## src/rtl/fel_pkg.sv

```systemverilog
package fel_pkg;

  // Status codes seen by software
  typedef enum logic [2:0] {
    ST_NONE      = 3'd0,
    ST_I_L2_DBL  = 3'd1,
    ST_D_L2_DBL  = 3'd2,
    ST_I_MEM_DBL = 3'd3,
    ST_D_MEM_DBL = 3'd4,
    ST_D_LD_SGL  = 3'd5
  } fel_code_e;

  // Code for an uncorrectable fill by stream and source
  function automatic fel_code_e dbl_code(input logic is_data, input logic from_mem);
    if (from_mem) return is_data ? ST_D_MEM_DBL : ST_I_MEM_DBL;
    else          return is_data ? ST_D_L2_DBL  : ST_I_L2_DBL;
  endfunction

  // Number of loggable events raised in one cycle
  function automatic logic [1:0] count3(input logic [2:0] v);
    return {1'b0, v[0]} + {1'b0, v[1]} + {1'b0, v[2]};
  endfunction

endpackage

```

## src/rtl/fel_pick.sv

```systemverilog
module fel_pick
  import fel_pkg::*;
#(
  parameter int PA_W = 43
) (
  input  logic            clk,
  input  logic            rst_n,
  input  logic            i_vld,
  input  logic            i_dbl,
  input  logic            i_mem,
  input  logic [PA_W-1:0] i_addr,
  input  logic            d_vld,
  input  logic            d_dbl,
  input  logic            d_mem,
  input  logic [PA_W-1:0] d_addr,
  output logic            win_vld,
  output fel_code_e       win_code,
  output logic            win_dbl,
  output logic [PA_W-1:0] win_addr,
  output logic [1:0]      evt_cnt,
  output logic            dbl_any,
  output logic            sgl_evt
);
  localparam int NP = 2;  // path 0 = instruction (higher priority), 1 = data

  logic [NP-1:0]   p_vld, p_dbl, p_mem, dbl_ev;
  logic [PA_W-1:0] p_addr [NP];

  assign p_vld = {d_vld, i_vld};
  assign p_dbl = {d_dbl, i_dbl};
  assign p_mem = {d_mem, i_mem};
  assign p_addr[0] = i_addr;
  assign p_addr[1] = d_addr;

  for (genvar p = 0; p < NP; p++) begin : g_path
    assign dbl_ev[p] = p_vld[p] & p_dbl[p];
  end

  // Single-bit reports count only on the data (load) path
  assign sgl_evt = d_vld & ~d_dbl;
  assign dbl_any = |dbl_ev;
  assign evt_cnt = count3({dbl_ev, sgl_evt});

  always_comb begin
    win_vld  = sgl_evt;
    win_dbl  = 1'b0;
    win_code = sgl_evt ? ST_D_LD_SGL : ST_NONE;
    win_addr = d_addr;
    // Walk from lowest to highest priority so the last hit wins
    for (int p = NP - 1; p >= 0; p--) begin
      if (dbl_ev[p]) begin
        win_vld  = 1'b1;
        win_dbl  = 1'b1;
        win_code = dbl_code(p == 1, p_mem[p]);
        win_addr = p_addr[p];
      end
    end
  end

  // an uncorrectable event always beats a corrected one
  assert_dbl_first_R8: assert property (@(posedge clk) disable iff (!rst_n)
    (dbl_any && sgl_evt) |-> (win_code != ST_D_LD_SGL));

  // an instruction single-bit report alone selects nothing
  assert_i_sgl_ignored_R5: assert property (@(posedge clk) disable iff (!rst_n)
    (i_vld && !i_dbl && !d_vld) |-> !win_vld);

endmodule

```

## src/rtl/fel_log.sv

```systemverilog
module fel_log
  import fel_pkg::*;
#(
  parameter int PA_W   = 43,
  parameter int LO_BIT = 6,
  parameter int SB_HI  = 19
) (
  input  logic                   clk,
  input  logic                   rst_n,
  input  logic                   win_vld,
  input  fel_code_e              win_code,
  input  logic                   win_dbl,
  input  logic [PA_W-1:0]        win_addr,
  input  logic [1:0]             evt_cnt,
  input  logic                   sw_clr,
  output fel_code_e              stat,
  output logic [PA_W-LO_BIT-1:0] err_addr,
  output logic                   ovf
);
  localparam int LOG_W = PA_W - LO_BIT;
  localparam int SB_W  = SB_HI - LO_BIT + 1;

  // Double-bit errors load the full block address; single-bit only the low field
  function automatic logic [LOG_W-1:0] merge_addr(input logic [LOG_W-1:0] old,
                                                  input logic [PA_W-1:0]  pa,
                                                  input logic             full);
    logic [LOG_W-1:0] r;
    r = old;
    if (full) r = pa[PA_W-1:LO_BIT];
    else      r[SB_W-1:0] = pa[SB_HI:LO_BIT];
    return r;
  endfunction

  logic busy, capture, lost;

  assign busy    = (stat != ST_NONE) && !sw_clr;
  assign capture = win_vld && !busy;
  assign lost    = (win_vld && busy) || (evt_cnt > 2'd1);

  always_ff @(posedge clk) begin
    if (!rst_n) begin
      stat     <= ST_NONE;
      err_addr <= '0;
      ovf      <= 1'b0;
    end else begin
      if (capture) begin
        stat     <= win_code;
        err_addr <= merge_addr(err_addr, win_addr, win_dbl);
      end else if (sw_clr) begin
        stat <= ST_NONE;
      end
      ovf <= (ovf && !sw_clr) || lost;
    end
  end

  // a held status is not overwritten
  assert_status_sticky_R6: assert property (@(posedge clk) disable iff (!rst_n)
    (stat != ST_NONE && !sw_clr) |=> (stat == $past(stat)));

  // an event against a held status is remembered
  assert_ovf_on_busy_R7: assert property (@(posedge clk) disable iff (!rst_n)
    (stat != ST_NONE && !sw_clr && evt_cnt != 2'd0) |=> ovf);

  assert_ovf_sticky_R7: assert property (@(posedge clk) disable iff (!rst_n)
    (ovf && !sw_clr) |=> ovf);

  // single-bit capture leaves the upper address field alone
  assert_upper_kept_R4: assert property (@(posedge clk) disable iff (!rst_n)
    (capture && !win_dbl) |=> (err_addr[LOG_W-1:SB_W] == $past(err_addr[LOG_W-1:SB_W])));

  // only defined codes appear
  assert_code_legal_R2: assert property (@(posedge clk) disable iff (!rst_n)
    stat inside {ST_NONE, ST_I_L2_DBL, ST_D_L2_DBL, ST_I_MEM_DBL, ST_D_MEM_DBL, ST_D_LD_SGL});

endmodule

```

## src/rtl/fel_notify.sv

```systemverilog
module fel_notify (
  input  logic clk,
  input  logic rst_n,
  input  logic dbl_any,
  input  logic sgl_evt,
  input  logic mchk_en,
  input  logic priv_mode,
  input  logic mchk_ack,
  output logic mchk_req,
  output logic ce_irq
);
  logic post, pend, ce_q;

  assign post = dbl_any && mchk_en;

  always_ff @(posedge clk) begin
    if (!rst_n) begin
      pend <= 1'b0;
      ce_q <= 1'b0;
    end else begin
      pend <= (pend && !mchk_ack) || post;
      ce_q <= sgl_evt;
    end
  end

  // Held back while the core runs privileged code
  assign mchk_req = pend && !priv_mode;
  assign ce_irq   = ce_q;

  // the pending check survives until acknowledged
  assert_pend_hold_R9: assert property (@(posedge clk) disable iff (!rst_n)
    (pend && !mchk_ack) |=> pend);

  // nothing is posted while machine checks are disabled
  assert_no_spurious_mchk_R9: assert property (@(posedge clk) disable iff (!rst_n)
    (!post && (!pend || mchk_ack)) |=> !pend);

  // leaving privileged mode releases a waiting check
  assert_priv_release_R10: assert property (@(posedge clk) disable iff (!rst_n)
    (pend && !mchk_ack && priv_mode) |=> (!priv_mode -> mchk_req));

  // an interrupt pulse always has a single-bit cause one cycle earlier
  assert_ce_source_R11: assert property (@(posedge clk) disable iff (!rst_n)
    ce_irq |-> $past(sgl_evt));

endmodule

```

## src/rtl/fill_err_log.sv

```systemverilog
module fill_err_log
  import fel_pkg::*;
#(
  parameter int PA_W   = 43,
  parameter int LO_BIT = 6,
  parameter int SB_HI  = 19
) (
  input  logic                   clk,
  input  logic                   rst_n,
  input  logic                   ifill_vld,
  input  logic                   ifill_dbl,
  input  logic                   ifill_mem,
  input  logic [PA_W-1:0]        ifill_addr,
  input  logic                   dfill_vld,
  input  logic                   dfill_dbl,
  input  logic                   dfill_mem,
  input  logic [PA_W-1:0]        dfill_addr,
  input  logic                   mchk_en,
  input  logic                   priv_mode,
  input  logic                   stat_clr,
  input  logic                   mchk_ack,
  output logic [2:0]             err_code,
  output logic [PA_W-LO_BIT-1:0] err_addr,
  output logic                   err_ovf,
  output logic                   mchk_req,
  output logic                   ce_irq
);
  // Named internal events, shared by the stages and the assertions
  logic            win_vld, win_dbl, dbl_any, sgl_evt;
  fel_code_e       win_code, stat;
  logic [PA_W-1:0] win_addr;
  logic [1:0]      evt_cnt;

  fel_pick #(.PA_W(PA_W)) u_pick (
    .clk      (clk),
    .rst_n    (rst_n),
    .i_vld    (ifill_vld),
    .i_dbl    (ifill_dbl),
    .i_mem    (ifill_mem),
    .i_addr   (ifill_addr),
    .d_vld    (dfill_vld),
    .d_dbl    (dfill_dbl),
    .d_mem    (dfill_mem),
    .d_addr   (dfill_addr),
    .win_vld  (win_vld),
    .win_code (win_code),
    .win_dbl  (win_dbl),
    .win_addr (win_addr),
    .evt_cnt  (evt_cnt),
    .dbl_any  (dbl_any),
    .sgl_evt  (sgl_evt)
  );

  fel_log #(.PA_W(PA_W), .LO_BIT(LO_BIT), .SB_HI(SB_HI)) u_log (
    .clk      (clk),
    .rst_n    (rst_n),
    .win_vld  (win_vld),
    .win_code (win_code),
    .win_dbl  (win_dbl),
    .win_addr (win_addr),
    .evt_cnt  (evt_cnt),
    .sw_clr   (stat_clr),
    .stat     (stat),
    .err_addr (err_addr),
    .ovf      (err_ovf)
  );

  fel_notify u_notify (
    .clk       (clk),
    .rst_n     (rst_n),
    .dbl_any   (dbl_any),
    .sgl_evt   (sgl_evt),
    .mchk_en   (mchk_en),
    .priv_mode (priv_mode),
    .mchk_ack  (mchk_ack),
    .mchk_req  (mchk_req),
    .ce_irq    (ce_irq)
  );

  assign err_code = stat;

  // a double-bit capture makes the whole address follow the winner
  assert_full_addr_R3: assert property (@(posedge clk) disable iff (!rst_n)
    (win_dbl && stat == ST_NONE) |=> (err_addr == $past(win_addr[PA_W-1:LO_BIT])));

endmodule

```

## config.mk

```make
export PLATFORM = sky130hd
export DESIGN_NAME = fill_err_log
export DESIGN_NICKNAME = d
export VERILOG_FILES = /design/src/rtl/fel_pkg.sv /design/src/rtl/fel_pick.sv /design/src/rtl/fel_log.sv /design/src/rtl/fel_notify.sv /design/src/rtl/fill_err_log.sv
export SDC_FILE = /design/constraint.sdc
export NUM_CORES = 1
export LEC_CHECK = 0
export ABC_AREA = 1
export BUFFER_PORTS_ARGS = -buffer_cell sky130_fd_sc_hd__buf_2
export CELL_PAD_IN_SITES_DETAIL_PLACEMENT = 1
export CELL_PAD_IN_SITES_GLOBAL_PLACEMENT = 1
export CORE_ASPECT_RATIO = 1.75
export CORE_UTILIZATION = 24
export DETAILED_ROUTE_END_ITERATION = 10
export PLACE_DENSITY = 0.77
export SYNTH_ARGS = -nofsm -noshare
export SYNTH_HDL_FRONTEND = slang
export SYNTH_SLANG_ARGS = --single-unit
```

## constraint.sdc

```tcl
create_clock -name clk -period 1 [get_ports clk]
set_input_delay 0.05 -clock clk [delete_from_list [all_inputs] [get_ports clk]]
set_output_delay 0.05 -clock clk [all_outputs]
set_load 0.01 [all_outputs]
```

==> key figures <==
Yosys
  – Syn avg cell area: 6.52 sq um
  – Cells after Synth: between 300 and 400
  – Register area share after synthesis: 40.5%
  – Post-synth cell types: 23
  – Area leader, netlist: dfxtp_1
  – Yosys top cell area share: 40.5%
  – Synthesis warning total: 0
  – Seq cells post-synth: 43
  – Mapped Nets: 424
  – Main area contributors after synthesis: dfxtp_1, nand2_1, nor2_1
  – Mapped Area: 2130 sq um

Clock network
  – CTS root buffer: clkbuf_16
  – Clock sinks: between 40 and 50
  – CTS Buf Count: 5
  – Worst-skew pair later-pin latency: 280 ps
  – Max clock buf depth: 2
  – CTS H-Tree Depth: 2
  – Reg clk slew, reported paths: 60 ps
  – CTS tree: done

Power
  – VDD IR max: 0.000566 V
  – Seq pwr share: 41.0%
  – Part of the power in combinational logic: 27.8%
  – Switch share: 29.5%
  – Pint: 3.40 mW
  – Clock share of power: between 30% and 40%
  – Power per Cell Area: ~1500 nW/um^2
  – Final Total Pwr: 4.83 mW
  – Sw Pwr: ~1.4 mW
  – Leak pwr: 1.72 nW

Global route
  – Initial antenna violation count: 0
  – Largest net degree at the start of global routing: 25
  – GRT overflow: 0
  – GRT Resource Usage Total: between 10% and 20%
  – Wire length of the first global-routing pass: 11.9 mm
  – Vias in the first global route: 2545

Floorplan
  – CORE AREA: 8610 sq um
  – Die H: 127 um
  – Die width: 73.2 um
  – # IOs: 141
  – Die area: approximately 9300 sq um
  – Initial Utilization: 24.7%
  – Rows: 45

Route
  – Routed WL: 7.50 mm
  – Vias/cell: 4.42
  – First DRT Iteration DRCs: 80
  – Antenna Nets Post-Route: 0
  – DR WL/cell: 12.9 um
  – DR DRC count: 0
  – DR vias: about 2600
  – First-pass DRT Iterations: 4

Setup path
  – Critical path class: reg -> reg
  – Startpoint types: flip-flop
  – Worst R2R Start: u_log.stat[1]
  – R2R setup slack: -180 ps
  – CP max FO: 7
  – R2R Path End: u_log.err_addr[5]
  – Worst setup EP type: flip-flop
  – Reg2Reg Depth: 7
  – CP required: 1220 ps
  – CP Data Arrival Time: 1400 ps

Final layout
  – Most frequent cells in the layout: buf_2, nand2_1, nor2_1
  – Diodes inserted: 0
  – Layout cells sized above 1: 39.5%
  – Final core occ: 37.7%
  – Fin nets: 562
  – Register area: 865 sq um
  – Synth-to-Final Area Change: 52.8%
  – Layout fillers: 1147
  – Commonest non-fill, non-tap cell in the layout: buf_2
  – Multi-input gate area: 1160 sq um

Timing
  – Fin Hold WS: 15.5 ps
  – Fmax: 847 MHz
  – Max-slew violations: 0
  – RSZ-0062 raised after global routing: true
  – Final worst-path cycle share: 118%
  – Final Hold Fails: 0
  – Setup ws final: -181 ps
  – Final setup vio count: 40
  – Clk_skew: 5.15 ps
  – Rel. slew slack: 80.5%
  – Actual slew at the worst max-slew pin: between 200 and 300 ps
  – Min Tclk post-route: 1180 ps

Run status
  – Status: finished, violations left
  – Failing checks: setup timing

Placed design
  – Port-buffer cells: 128
  – Dpl hpwl: 5.77 mm
  – Placer Congestion: 0.783

Hold path
  – Hold_sp: mchk_en
  – WHS Path Cells: 3
  – Hold WC Path Type: in -> reg
  – Hold endpoint: u_notify.pend

Run
  – Max_cap viols: 0
-- cell usage after synthesis --
cell / count
a21oi_1: 5
nand2_1: 122
nand3_1: 2
clkbuf_1: 1
or2_2: 1
o21ai_0: 15
buf_1: 2
o21ai_1: 1
inv_1: 5
inv_2: 3
a21oi_4: 1
nand4_1: 24
nor3_1: 1
buf_6: 4
nand2_4: 1
dfxtp_1: 43
a31oi_1: 1
a21oi_2: 1
buf_4: 5
buf_2: 8
nand2_2: 4
nor2_1: 70
nor2_2: 6
-- timing repair --
item	CTS	global route
endpoints found under the hold margin	1	0
pin swaps	0	5
hold buffers	1	0
setup buffers	1	2
gates resized for setup	4	13
cloned	1	0
endpoints found under the setup margin	40	40
-- worst max-delay path, cell delays in order (launching register included) --
cell,delay (ps)
dfxtp_2,330
nor2_4,150
nand2_4,90
a21oi_4,160
buf_6,120
buf_12,120
nor2_1,40
nor2_1,100
-- how the worst max path moves through the flow --
stage          slack, ps     startpoint                  to
5_1_grt             -250  u_log.stat[1]       u_log.stat[2]
4_1_cts             -160  u_log.stat[1]  u_log.err_addr[11]
6_report            -180  u_log.stat[1]   u_log.err_addr[5]
2_1_floorplan       -100  u_log.stat[1]   u_log.err_addr[0]
3_3_place_gp        -110  u_log.stat[1]   u_log.err_addr[4]
3_5_place_dp        -190  u_log.stat[1]   u_log.err_addr[3]
-- per-stage QoR --
step           TNS, ps  std cells  worst slack (ps)  cell area (sq um)
2_1_floorplan    -2820        326             -99.2               2150
3_3_place_gp     -3080        569              -115               3010
3_5_place_dp     -4830        569              -189               3010
4_1_cts          -5490        578              -165               3200
5_1_grt          -8440        580              -250               3250
6_report         -6050        580              -181               3250
-- power by group through the flow --
stage / Sequential, mW / Clock (mW) / Combinational [mW]
after floorplan: 2.09 / 0 / 0.602
after global placement: 2.00 / 0 / 1.23
after detailed placement: 2.01 / 0 / 1.26
after CTS: 1.97 / 1.56 / 1.33
after global routing: 2.00 / 1.62 / 1.49
final: 1.98 / 1.51 / 1.34
-- flip-flops by register name, indices dropped and copies added (netlist names) --
signal	count
u_log.err_addr	37
u_log.ovf	1
u_notify.ce_irq	1
u_notify.pend	1
u_log.stat	3
-- cell families after synthesis --
| family | count (synthesis) | share of synthesized area [%] |
|---|---|---|
| flip-flops | 43 | 40.5 |
| buffers and inverters | 28 | 7.71 |
| AND/OR/NAND/NOR | 231 | 45.4 |
| AO/OA/AOI/OAI | 24 | 6.41 |
-- routing by layer --
layer | up-vias | wire, um | track usage [%]
li1 | 1303 | - | -
met1 | 1179 | 2740 | 16.5
met2 | 71 | 4370 | 34.3
met3 | 9 | 246 | 1.83
met4 | 0 | 140 | 6.92
met5 | - | 0 | 0
-- area by class of cell --
type / instances / share of cell area, %
multi-input combinational: 255 / 35.8
timing repair buffer: 151 / 28.3
sequential: 43 / 26.6
tap: 117 / 4.50
clock buffer: 6 / 3.96
inverter: 8 / 0.924
(Power assumes the default switching activity.)
